$ cat config.mk
export PLATFORM = sky130hd
export DESIGN_NAME = fill_flag_encoder
export DESIGN_NICKNAME = d
export VERILOG_FILES = /design/src/rtl/fill_flag_pkg.sv /design/src/rtl/thresh_select.sv /design/src/rtl/level_encode.sv /design/src/rtl/fill_flag_encoder.sv
export SDC_FILE = /design/constraint.sdc
export NUM_CORES = 1
export LEC_CHECK = 0
export ABC_AREA = 1
export BUFFER_PORTS_ARGS = -buffer_cell sky130_fd_sc_hd__buf_2
export CAP_MARGIN = 10
export CORE_ASPECT_RATIO = 1.1
export CORE_MARGIN = 2
export CORE_UTILIZATION = 45
export DETAILED_ROUTE_END_ITERATION = 10
export MAX_ROUTING_LAYER = met4
export PLACE_DENSITY = 0.77
export SYNTH_ARGS = -nofsm -noshare
export SYNTH_HDL_FRONTEND = slang
export SYNTH_SLANG_ARGS = --single-unit
$ cat constraint.sdc
create_clock -name clk -period 2.94 [get_ports clk]
set_input_delay 0.147 -clock clk [delete_from_list [all_inputs] [get_ports clk]]
set_output_delay 0.147 -clock clk [all_outputs]
set_load 0.005 [all_outputs]
$ cat src/rtl/fill_flag_pkg.sv
package fill_flag_pkg;

    localparam int CODE_W = 4;
    localparam logic [CODE_W-1:0] CODE_DEFAULT = 4'b0000;

    typedef struct packed {
        logic half_n;
        logic edge_n;
        logic near;
    } flags_t;

    localparam flags_t FLAGS_EMPTY = '{half_n: 1'b1, edge_n: 1'b0, near: 1'b0};

endpackage

$ cat src/rtl/thresh_select.sv
module thresh_select
    import fill_flag_pkg::*;
#(
    parameter int DEPTH = 8192,
    parameter int BUS_W = 9,
    parameter int CNT_W = $clog2(DEPTH + 1)
) (
    input  logic             clk,
    input  logic             mreset,
    input  logic             wr_stb,
    input  logic             rd_stb,
    input  logic [BUS_W-1:0] wr_bus,
    input  logic [BUS_W-1:0] rd_bus,
    output logic [CNT_W-1:0] thresh
);

    localparam bit HAS_P4K = (DEPTH >= 16384);
    localparam bit HAS_P8K = (DEPTH == 8192);
    localparam logic [CNT_W-1:0] P_DEFAULT = CNT_W'(256);

    typedef struct packed {
        logic [CODE_W-1:0] code;
        logic              loaded;
    } sel_state_t;

    sel_state_t st_d, st_q;

    always_comb begin
        st_d = st_q;
        if (mreset) begin
            if (wr_stb) begin
                st_d.code   = wr_bus[CODE_W-1:0];
                st_d.loaded = 1'b1;
            end else if (rd_stb) begin
                st_d.code   = rd_bus[CODE_W-1:0];
                st_d.loaded = 1'b1;
            end else if (st_q.loaded) begin
                st_d.code   = st_q.code;
            end else begin
                st_d.code   = CODE_DEFAULT;
            end
        end else begin
            st_d.loaded = 1'b0;
        end
    end

    always_ff @(posedge clk) begin
        st_q <= st_d;
    end

    // decode of the held code into the threshold count
    logic [CNT_W-1:0] p_big;

    generate
        if (HAS_P4K) begin : g_deep
            always_comb p_big = (st_q.code == 4'b1001) ? CNT_W'(4096) : P_DEFAULT;
        end else if (HAS_P8K) begin : g_8k
            always_comb p_big = (st_q.code == 4'b1010) ? CNT_W'(8192) : P_DEFAULT;
        end else begin : g_other
            always_comb p_big = P_DEFAULT;
        end
    endgenerate

    always_comb begin
        case (st_q.code)
            4'b0001: thresh = CNT_W'(16);
            4'b0010: thresh = CNT_W'(32);
            4'b0011: thresh = CNT_W'(64);
            4'b0100: thresh = CNT_W'(128);
            4'b0110: thresh = CNT_W'(512);
            4'b0111: thresh = CNT_W'(1024);
            4'b1000: thresh = CNT_W'(2048);
            4'b1001, 4'b1010: thresh = p_big;
            default: thresh = P_DEFAULT;
        endcase
    end

    // code only moves inside a reset window
    property p_code_held_r8;
        @(posedge clk) disable iff (mreset) 1'b1 |=> $stable(st_q.code);
    endproperty
    assert property (p_code_held_r8);

    // every threshold is a single power of two
    property p_thresh_pow2_r6;
        @(posedge clk) disable iff (mreset) !mreset |-> ($countones(thresh) == 1);
    endproperty
    assert property (p_thresh_pow2_r6);

endmodule

$ cat src/rtl/level_encode.sv
module level_encode
    import fill_flag_pkg::*;
#(
    parameter int DEPTH = 8192,
    parameter int CNT_W = $clog2(DEPTH + 1)
) (
    input  logic [CNT_W-1:0] fill_count,
    input  logic [CNT_W-1:0] thresh,
    output flags_t           flags
);

    localparam logic [CNT_W-1:0] FULL_CNT = CNT_W'(DEPTH);
    localparam logic [CNT_W-1:0] HALF_CNT = CNT_W'(DEPTH / 2);

    logic [CNT_W-1:0] upper_lim;

    always_comb begin
        upper_lim = FULL_CNT - thresh;
        if (fill_count == '0) begin
            flags = FLAGS_EMPTY;
        end else if (fill_count >= FULL_CNT) begin
            flags = '{half_n: 1'b0, edge_n: 1'b0, near: 1'b0};
        end else if (fill_count <= HALF_CNT) begin
            flags = '{half_n: 1'b1, edge_n: 1'b1, near: (fill_count >= thresh)};
        end else begin
            flags = '{half_n: 1'b0, edge_n: 1'b1, near: (fill_count <= upper_lim)};
        end
    end

endmodule

$ cat src/rtl/fill_flag_encoder.sv
module fill_flag_encoder
    import fill_flag_pkg::*;
#(
    parameter int DEPTH = 8192,
    parameter int BUS_W = 9,
    parameter int CNT_W = $clog2(DEPTH + 1)
) (
    input  logic             clk,
    input  logic             mreset,
    input  logic             wr_stb,
    input  logic             rd_stb,
    input  logic [BUS_W-1:0] wr_bus,
    input  logic [BUS_W-1:0] rd_bus,
    input  logic [CNT_W-1:0] fill_count,
    output logic             half_n,
    output logic             edge_n,
    output logic             near
);

    logic [CNT_W-1:0] thresh;
    flags_t           enc;
    flags_t           flags_d, flags_q;

    thresh_select #(.DEPTH(DEPTH), .BUS_W(BUS_W), .CNT_W(CNT_W)) u_thresh (
        .clk    (clk),
        .mreset (mreset),
        .wr_stb (wr_stb),
        .rd_stb (rd_stb),
        .wr_bus (wr_bus),
        .rd_bus (rd_bus),
        .thresh (thresh)
    );

    level_encode #(.DEPTH(DEPTH), .CNT_W(CNT_W)) u_encode (
        .fill_count (fill_count),
        .thresh     (thresh),
        .flags      (enc)
    );

    always_comb begin
        flags_d = mreset ? FLAGS_EMPTY : enc;
    end

    always_ff @(posedge clk) begin
        flags_q <= flags_d;
    end

    assign half_n = flags_q.half_n;
    assign edge_n = flags_q.edge_n;
    assign near   = flags_q.near;

    property p_empty_code_r2;
        @(posedge clk) disable iff (mreset)
            (fill_count == '0) |=> (half_n && !edge_n && !near);
    endproperty
    assert property (p_empty_code_r2);

    property p_full_code_r5;
        @(posedge clk) disable iff (mreset)
            (fill_count == CNT_W'(DEPTH)) |=> (!half_n && !edge_n && !near);
    endproperty
    assert property (p_full_code_r5);

    property p_edge_only_at_extremes_r5;
        @(posedge clk) disable iff (mreset)
            (!edge_n && !$past(mreset)) |->
                ($past(fill_count) == '0 || $past(fill_count) == CNT_W'(DEPTH));
    endproperty
    assert property (p_edge_only_at_extremes_r5);

endmodule

==> results_dict.tcl, run 1 <==
set metrics [dict create \
    status "completed" \
    hold_ws_ns 0.1462 \
    peakVddDrop_uv 259.7 \
    hp-class "primary input to flop" \
    totalNegativeSetupSlack_ns 0 \
    final.fill_count 231 \
    fin_ws_ns 0.3759 \
    syn-num-nets 223 \
    cp.arrival_ns 2.75 \
    multiInputGateArea_um2 764.5 \
    start_kind "flop" \
    ctsRootBufferMaster "clkbuf_4" \
    worst_clock_skew_ns 0.001527 \
    cts_tree "done" \
    cp_cell_sequence "nor2_2 -> inv_1 -> nor3_1 -> inv_1 -> ha_1 -> nand3_1 -> a21oi_2 -> nand3_2 -> nor2_2 -> ha_1 -> nand2_1 -> nor2_1 -> nand2_1 -> nor2_1 -> nor2_1 -> nand2_1 -> nand2_1 -> nor2_1" \
    cap_violations 0 \
    cts_resized 0 \
    cp.required_ns 3.12 \
    synth_area_leaders "ha_1, nand2_1, edfxtp_1, inv_1, nor2_1" \
    antenna_left 0 \
    cp_num_buf_inv 2 \
    grt_pass1_vias 1099 \
    clock_sinks 8 \
    synthTopCellsByCount "nand2_1, inv_1, nor2_1" \
    wire_per_inst_um 9.774 \
    endpoint "near" \
    yosysSeqAreaShare 0.1852 \
    reg2reg_depth 18 \
    fin_nets 256 \
    final_core_util 0.5706 \
    worst-r2r-setup-slack_ns 0.38 \
    grt_antenna_before_repair 0 \
    core_region_area_um2 2252 \
    grt_pass1_wl_mm 4.133 \
    crit_start "u_thresh.st_q[4]" \
    drive_above_1_share 0.2250 \
    synthToLayoutAreaGrowth_pct 18.87 \
    gp_congestion 0.8649 \
    dp_hpwl_mm 2.050 \
    crit_family "simple AND/OR/NAND/NOR gates" \
    dieArea_um2 2811 \
    start_util 0.4800 \
    ioPinCount 39 \
    rows 18 \
    crit_fanout 3 \
    drc_errors 0 \
    path_clk_slew_ns 0.05 \
    drtIter0Drc 6 \
    cts_buffers 3 \
    cts_max_path_buffers 2 \
    p_leak_uw 0.0007354 \
    port_buffers 28 \
    place_area_um2 1259 \
    p_per_area_nw_per_um2 299.1 \
    setup.worst_path.end_class "flop" \
    async_reset_ff_frac 0 \
    ff_latch_area_um2 200.2 \
    hold_violations 0 \
    yosysUniqueCellTypes 22 \
    die_h_um 55.41 \
    postCtsHoldBufs 0 \
    first_pass_iters 4 \
    ys_seq_elements 8 \
    max_freq_ghz 0.3900 \
    setup_viol 0 \
    insertion_delay_ns 0.25 \
    period_share 0.8721 \
    crit-reg2reg-launch "u_thresh.st_q[4]" \
    dp_slack_ns 0.3479 \
    post_cts_buffers 0 \
    htreeDepth 1 \
    slowest_stage "edfxtp_1" \
    synth-edff-count 4 \
    crit_cells 18 \
    grt.total_usage 0.1870 \
    timing.final.crit_period_ns 2.564 \
    avgSynthCellArea_um2 6.435 \
    antenna_cells 0 \
    maxSlewViolCount 0 \
    synth.most_common_cell "nand2_1" \
    cpPeakStageDelay_ns 0.45 \
    ys.flop_type "edfxtp_1" \
    viasPerCell 4.735 \
    yosys_warnings 0 \
    synth_largest_area_cell "ha_1" \
    vias 1089 \
    grt.overflow.total 0 \
    totalWireLength_mm 2.248 \
    syn-instance-count 168 \
    die_w_um 50.73 \
    hold_path_depth 2 \
    synth.cell_area_um2 1081 \
    reg2reg_to "near" \
    rsz0062_at_grt "false" \
    crit_type "flop to flop" \
    fin_area_um2 1285 \
    grt_max_degree 7 \
    synth.top_cell.area_share 0.2199 \
]
==> per-stage QoR <==
step,std cells,power (µW)
after floorplan,168,248.4
after global placement,226,289.7
after detailed placement,226,301.4
after CTS,230,389.4
after global routing,230,425.9
final,230,384.3
==> worst min path at each step <==
| stage | to | slack (ns) | from |
|---|---|---|---|
| 2_1_floorplan | edge_n | 0.23 | fill_count[13] |
| 3_3_place_gp | edge_n | 0.39 | fill_count[13] |
| 3_5_place_dp | half_n | 0.40 | mreset |
| 4_1_cts | edge_n | 0.14 | fill_count[13] |
| 5_1_grt | edge_n | 0.17 | fill_count[13] |
| 6_report | edge_n | 0.15 | fill_count[13] |
==> report_power, final <==
group | switching [µW] | internal (µW)
clock network | 35.2 | 51.8
registers | 6.69 | 126
logic | 95.3 | 69.0
total | 137 | 247
==> cell families after synthesis <==
logic type               Yosys count  synth area share
AO/OA/AOI/OAI                     12           0.06944
buffers and inverters             31            0.1076
XOR/XNOR                           2           0.01621
flip-flops                         8            0.1852
other                              1          0.003469
AND/OR/NAND/NOR                   95            0.3981
adder cells (fa/ha/maj)           19            0.2199
==> registers in the layout, summed over array words and instances (netlist names) <==
signal,cells
half_n,1
near,1
edge_n,1
u_thresh.st_q,5
==> worst register-to-register path, cell delays in order (launching register included) <==
cell	delay, ns
edfxtp_1	0.45
nor2_2	0.18
inv_1	0.08
nor3_1	0.20
inv_1	0.07
ha_1	0.22
nand3_1	0.14
a21oi_2	0.06
nand3_2	0.09
nor2_2	0.04
ha_1	0.26
nand2_1	0.07
nor2_1	0.20
nand2_1	0.08
nor2_1	0.11
nor2_1	0.05
nand2_1	0.05
nand2_1	0.04
nor2_1	0.10
==> per-layer routing <==
layer / track usage / wire, µm / vias up
met2: 0.3553 / 1189 / 21
met3: 0.01622 / 87 / 2
li1: - / - / 596
met5: - / 0 / -
met4: 0.05405 / 13 / 0
met1: 0.2007 / 958 / 470
==> area by class of cell <==
cell class,instances,share of cell area
clock buffer,4,0.02045
multi-input combinational,129,0.5949
inverter,31,0.09056
timing repair buffer,28,0.1091
sequential,8,0.1558
tap,30,0.02921
==> layout by cell type, fill, tap and decap left out <==
master    netlist  routed
nor2_2          4       4
clkbuf_1        0       1
buf_2           0      28
a21oi_1         7       7
dfxtp_1         4       4
nand2_1        45      45
nand3_4         1       1
edfxtp_1        4       4
nor3_1          1       1
o21ai_2         1       1
nand3_1        11      11
xor2_1          1       1
nand4_1         3       3
nand2_4         1       1
a21o_1          3       3
inv_1          28      28
clkbuf_4        0       3
nor2_1         26      26
nor2_4          1       1
conb_1          1       1
ha_1           19      19
a21oi_2         1       1
inv_2           3       3
xnor2_1         1       1
nand3_2         2       2
Note: power is estimated with default switching activity, not from simulation.
==> inputs of run 2 (changes only) <==
--- a/config.mk
+++ b/config.mk
@@ -13,2 +13,3 @@
 export CORE_UTILIZATION = 45
+export CTS_BUF_LIST = sky130_fd_sc_hd__clkbuf_8 sky130_fd_sc_hd__clkbuf_16
 export DETAILED_ROUTE_END_ITERATION = 10
==> constraint.sdc (replaced) <==
create_clock -name clk -period 2.94 [get_ports clk]
set_input_delay 0.294 -clock clk [delete_from_list [all_inputs] [get_ports clk]]
set_output_delay 0.294 -clock clk [all_outputs]
set_load 0.005 [all_outputs]
==> run 2 against run 1 <==
Hold slack gained 0.17 ns. Register-to-register slack lost 0.06 ns. Sequential power is essentially flat. Largest cell class unchanged. Largest power group unchanged.
==> results_dict.tcl, run 2 (same netlist as run 1, synthesis figures left out) <==
set metrics [dict create \
    rows 18 \
    die_w_um 50.73 \
    rsz0062_at_grt "false" \
    path_clk_slew_ns 0.04 \
    ff_latch_area_um2 200.2 \
    ctsRootBufferMaster "clkbuf_8" \
    peakVddDrop_uv 340.8 \
    drc_errors 0 \
    crit_fanout 3 \
    wire_per_inst_um 9.622 \
    post_cts_buffers 0 \
    hp-class "primary input to flop" \
    grt.overflow.total 0 \
    gr-usage-met3 0.008108 \
    p_seq_frac 0.312 \
    layout_commonest_cell "nand2_1" \
    grt.total_usage 0.1858 \
    die_h_um 55.41 \
    hold_violations 0 \
    dieArea_um2 2811 \
    first_pass_iters 4 \
    grt_use_met2 0.3477 \
    grt_pass1_vias 1086 \
    crit_type "flop to flop" \
    clock_sinks 8 \
    switchingPower_uw 141.7 \
    cap_violations 0 \
    status "completed" \
    cts_max_path_buffers 2 \
    largest_reg_flops 5 \
    fin_nets 256 \
    gp_congestion 0.8648 \
    cts_tree "done" \
    p_leak_uw 0.0007473 \
    use_met1 0.2120 \
    synthToLayoutAreaGrowth_pct 20.60 \
    antenna_cells 0 \
    maxSlewViolCount 0 \
    viasPerCell 4.717 \
    setup_viol 0 \
    drive_above_1_share 0.2250 \
    top_register "u_thresh.st_q" \
    totalWireLength_mm 2.213 \
    totalNegativeSetupSlack_ns 0 \
    timing.final.crit_period_ns 2.627 \
    cp.required_ns 3.09 \
    cp.arrival_ns 2.78 \
    slowest_stage "edfxtp_1" \
    max_freq_ghz 0.3806 \
    final.fill_count 224 \
    antenna_left 0 \
    dp_hpwl_mm 2.005 \
    comb_power_share 0.384 \
    cts_buffers 3 \
    place_area_um2 1259 \
    setup.worst_path.end_class "flop" \
    cp_cell_sequence "nor2_2 -> inv_1 -> nor3_1 -> inv_1 -> ha_1 -> nand3_1 -> a21oi_2 -> nand3_2 -> nor2_2 -> ha_1 -> nand2_1 -> nor2_1 -> nand2_1 -> nor2_1 -> nor2_1 -> nand2_1 -> nand2_1 -> nor2_1" \
    worst_clock_skew_ns 0.002269 \
    start_kind "flop" \
    postCtsHoldBufs 0 \
    port_buffers 28 \
    cts_resized 0 \
    swShare 0.3316 \
    layout_common_cells "nand2_1, inv_1, buf_2, nor2_1, ha_1" \
    multiInputGateArea_um2 764.5 \
    fin_area_um2 1304 \
    grt_antenna_before_repair 0 \
    pwr-share-clk 0.304 \
    vias 1085 \
    start_util 0.4800 \
    ioPinCount 39 \
    p_per_area_nw_per_um2 327.9 \
    period_share 0.8936 \
    insertion_delay_ns 0.22 \
    p_total_uw 427.5 \
    grt_pass1_wl_mm 4.077 \
    core_region_area_um2 2252 \
    top_usage_layer "met2" \
    cpPeakStageDelay_ns 0.44 \
    power_report.internal_total_uw 285.8 \
    drtIter0Drc 9 \
    grt_max_degree 7 \
    htreeDepth 1 \
]
## run 2: final cells by class
type,instances,share of cell area
clock buffer,3,0.03167
clock inverter,1,0.002879
inverter,31,0.08925
multi-input combinational,129,0.5864
sequential,8,0.1536
tap,30,0.02879
timing repair buffer,28,0.1075
## run 2: per-stage QoR
stage	cells	utilization	setup WS [ns]	hold WS, ns
after floorplan	168	-	0.6639	0.3768
after global placement	226	0.5589	0.4081	0.4388
after detailed placement	226	0.5589	0.3086	0.4476
after CTS	230	0.5789	0.2861	0.3131
after global routing	230	0.5789	0.02746	0.3401
final	230	0.5789	0.3128	0.3114
## run 2: metal layers
metal | wire (µm) | vias to the layer above | share of wire
met5 | 0 | - | 0
met4 | 0 | 0 | 0
met3 | 68 | 0 | 0.031
met2 | 1193 | 21 | 0.54
met1 | 950 | 470 | 0.43
li1 | - | 594 | -
## run 2: worst max-delay path: cells and delay by family (launching register included)
kind	cells	cell delay, ns
AND/OR/NAND/NOR	13	1.38
adder cells (fa/ha/maj)	2	0.49
flip-flops	1	0.44
buffers and inverters	2	0.16
AO/OA/AOI/OAI	1	0.06
## run 2: final timing paths
check | startpoint | to | slack [ns] | cells after the start
max | u_thresh.st_q[4] | near | 0.31 | 18
min | fill_count[13] | edge_n | 0.31 | 2
max reg2reg | u_thresh.st_q[4] | near | 0.31 | 18
min reg2reg | u_thresh.st_q[0] | u_thresh.st_q[0] | 0.46 | 2
## run 2: power by group through the flow
| stage | logic [µW] | clock network, µW | registers (µW) |
|---|---|---|---|
| floorplan | 114 | 0 | 134 |
| global placement | 155 | 0 | 135 |
| detailed placement | 165 | 0 | 135 |
| CTS | 166 | 134 | 133 |
| global route | 193 | 142 | 135 |
| finish | 164 | 130 | 133 |
==> inputs of run 3 (changes only) <==
PLACE_DENSITY = 0.74   (was 0.77)
==> run 3 against run 2 <==
Routed wire length rose by 2.3%. Fmax rose by 1.9%. First-iteration DRC count rose by 130%. Sequential cell count did not move. Setup slack improved by 0.049 ns. Clock power barely moved. Cell area did not move. Global-route usage rose by 0.078 points. Count of clock-buffer cells in the layout did not move. Via count rose by 1.1%. Hold slack got worse by 0.0029 ns. Critical endpoint unchanged. Highest routed layer is now met4.
==> results_dict.tcl, run 3 (same netlist as run 1, synthesis figures left out) <==
set metrics [dict create \
    status "completed" \
    htreeDepth 1 \
    hold_ws_ns 0.3085 \
    hold_violations 0 \
    fin_nets 256 \
    largest_reg_flops 5 \
    viasPerCell 4.770 \
    timing.final.crit_period_ns 2.578 \
    rsz0062_at_grt "false" \
    grt_pass1_vias 1089 \
    port_buffers 28 \
    start_kind "flop" \
    drtIter0Drc 21 \
    fin_area_um2 1304 \
    die_h_um 55.41 \
    wire_per_inst_um 9.843 \
    synthToLayoutAreaGrowth_pct 20.60 \
    worst_clock_skew_ns 0.002531 \
    vias 1097 \
    top_register "u_thresh.st_q" \
    antenna_left 0 \
    cts_max_path_buffers 2 \
    hold_path_depth 2 \
    reg2reg_to "near" \
    clock_sinks 8 \
    start_util 0.4800 \
    cts_resized 0 \
    crit_fanout 3 \
    cts_tree "done" \
    worst-r2r-setup-slack_ns 0.36 \
    setup.worst_path.end_class "flop" \
    peakVddDrop_uv 337.9 \
    post_cts_buffers 0 \
    cp.required_ns 3.10 \
    maxSlewViolCount 0 \
    layout_commonest_cell "nand2_1" \
    min_to "edge_n" \
    grt.total_usage 0.1866 \
    worstHoldStart "fill_count[13]" \
    rows 18 \
    gp_congestion 0.8667 \
    hp-class "primary input to flop" \
    postCtsHoldBufs 0 \
    die_w_um 50.73 \
    p_leak_uw 0.0007473 \
    first_pass_iters 4 \
    drc_errors 0 \
    core_region_area_um2 2252 \
    cap_violations 0 \
    cts_buffers 3 \
    grt_max_degree 7 \
    path_clk_slew_ns 0.04 \
    antenna_cells 0 \
    cp.arrival_ns 2.73 \
    totalWireLength_mm 2.264 \
    final_core_util 0.5789 \
    reg2reg_depth 18 \
    grt_antenna_before_repair 0 \
    grt_pass1_wl_mm 4.119 \
    period_share 0.8769 \
    dp_hpwl_mm 2.023 \
    setup_viol 0 \
    crit-reg2reg-launch "u_thresh.st_q[4]" \
    drive_above_1_share 0.2250 \
    max_freq_ghz 0.3879 \
    dieArea_um2 2811 \
    ctsRootBufferMaster "clkbuf_8" \
    totalNegativeSetupSlack_ns 0 \
    crit_type "flop to flop" \
    place_area_um2 1259 \
    p_per_area_nw_per_um2 331.0 \
    ioPinCount 39 \
    insertion_delay_ns 0.23 \
    layout_common_cells "nand2_1, inv_1, buf_2, nor2_1, ha_1" \
    grt.overflow.total 0 \
]
run 3: cell counts in the layout (fill, tap and decap cells not counted):
No cell type changed its count.
run 3: area by class of cell:
cell class / instances / area, µm²
repair buffers: 28 / 140.1
fillers: 221 / 948.4
flip-flops and latches: 8 / 200.2
clock buffers: 3 / 41.29
well taps: 30 / 37.54
inverters: 31 / 116.4
multi-input cells: 129 / 764.5
clock inverters: 1 / 3.754
run 3: worst max path at each step:
stage	slack, ns	cells past startpoint	startpoint	to
after global routing	0.03	18	u_thresh.st_q[4]	near
after CTS	0.32	18	u_thresh.st_q[4]	near
after global placement	0.41	18	u_thresh.st_q[4]	near
after detailed placement	0.35	18	u_thresh.st_q[4]	near
final	0.36	18	u_thresh.st_q[4]	near
after floorplan	0.66	18	u_thresh.st_q[4]	near
run 3: layer usage:
layer / share of wire / up-vias / global-route usage
met5: 0 / - / -
met4: 0.015 / 0 / 0.05405
met3: 0.037 / 5 / 0.01892
met2: 0.51 / 26 / 0.3383
met1: 0.44 / 471 / 0.2127
li1: - / 595 / -
run 3: worst max-delay path, cell delays in order, from the launching register on:
cell and delay [ns]:
edfxtp_1 0.45, nor2_2 0.20, inv_1 0.09, nor3_1 0.22, inv_1 0.08, ha_1 0.22
nand3_1 0.14, a21oi_2 0.06, nand3_2 0.08, nand2_1 0.07, ha_1 0.26, nand2_1 0.05
nor2_1 0.17, nand2_1 0.07, nor2_1 0.10, nor2_1 0.05, nand2_1 0.05, nand2_1 0.04
nor2_1 0.10
run 3: power by group:
| group | internal [µW] | total (µW) | switching, µW |
|---|---|---|---|
| combinational | 69.0 | 165 | 96.0 |
| clock | 90.4 | 133 | 43.0 |
| sequential | 127 | 133 | 6.45 |
| total | 286 | 432 | 145 |
run 3: through the flow:
| step | setup WS [ns] | power [µW] | std cells |
|---|---|---|---|
| floorplan | 0.6639 | 248.4 | 168 |
| detailed placement | 0.3460 | 300.4 | 226 |
| global placement | 0.4085 | 289.8 | 226 |
| finish | 0.3620 | 431.6 | 230 |
| CTS | 0.3220 | 435.2 | 230 |
| global route | 0.03368 | 469.1 | 230 |
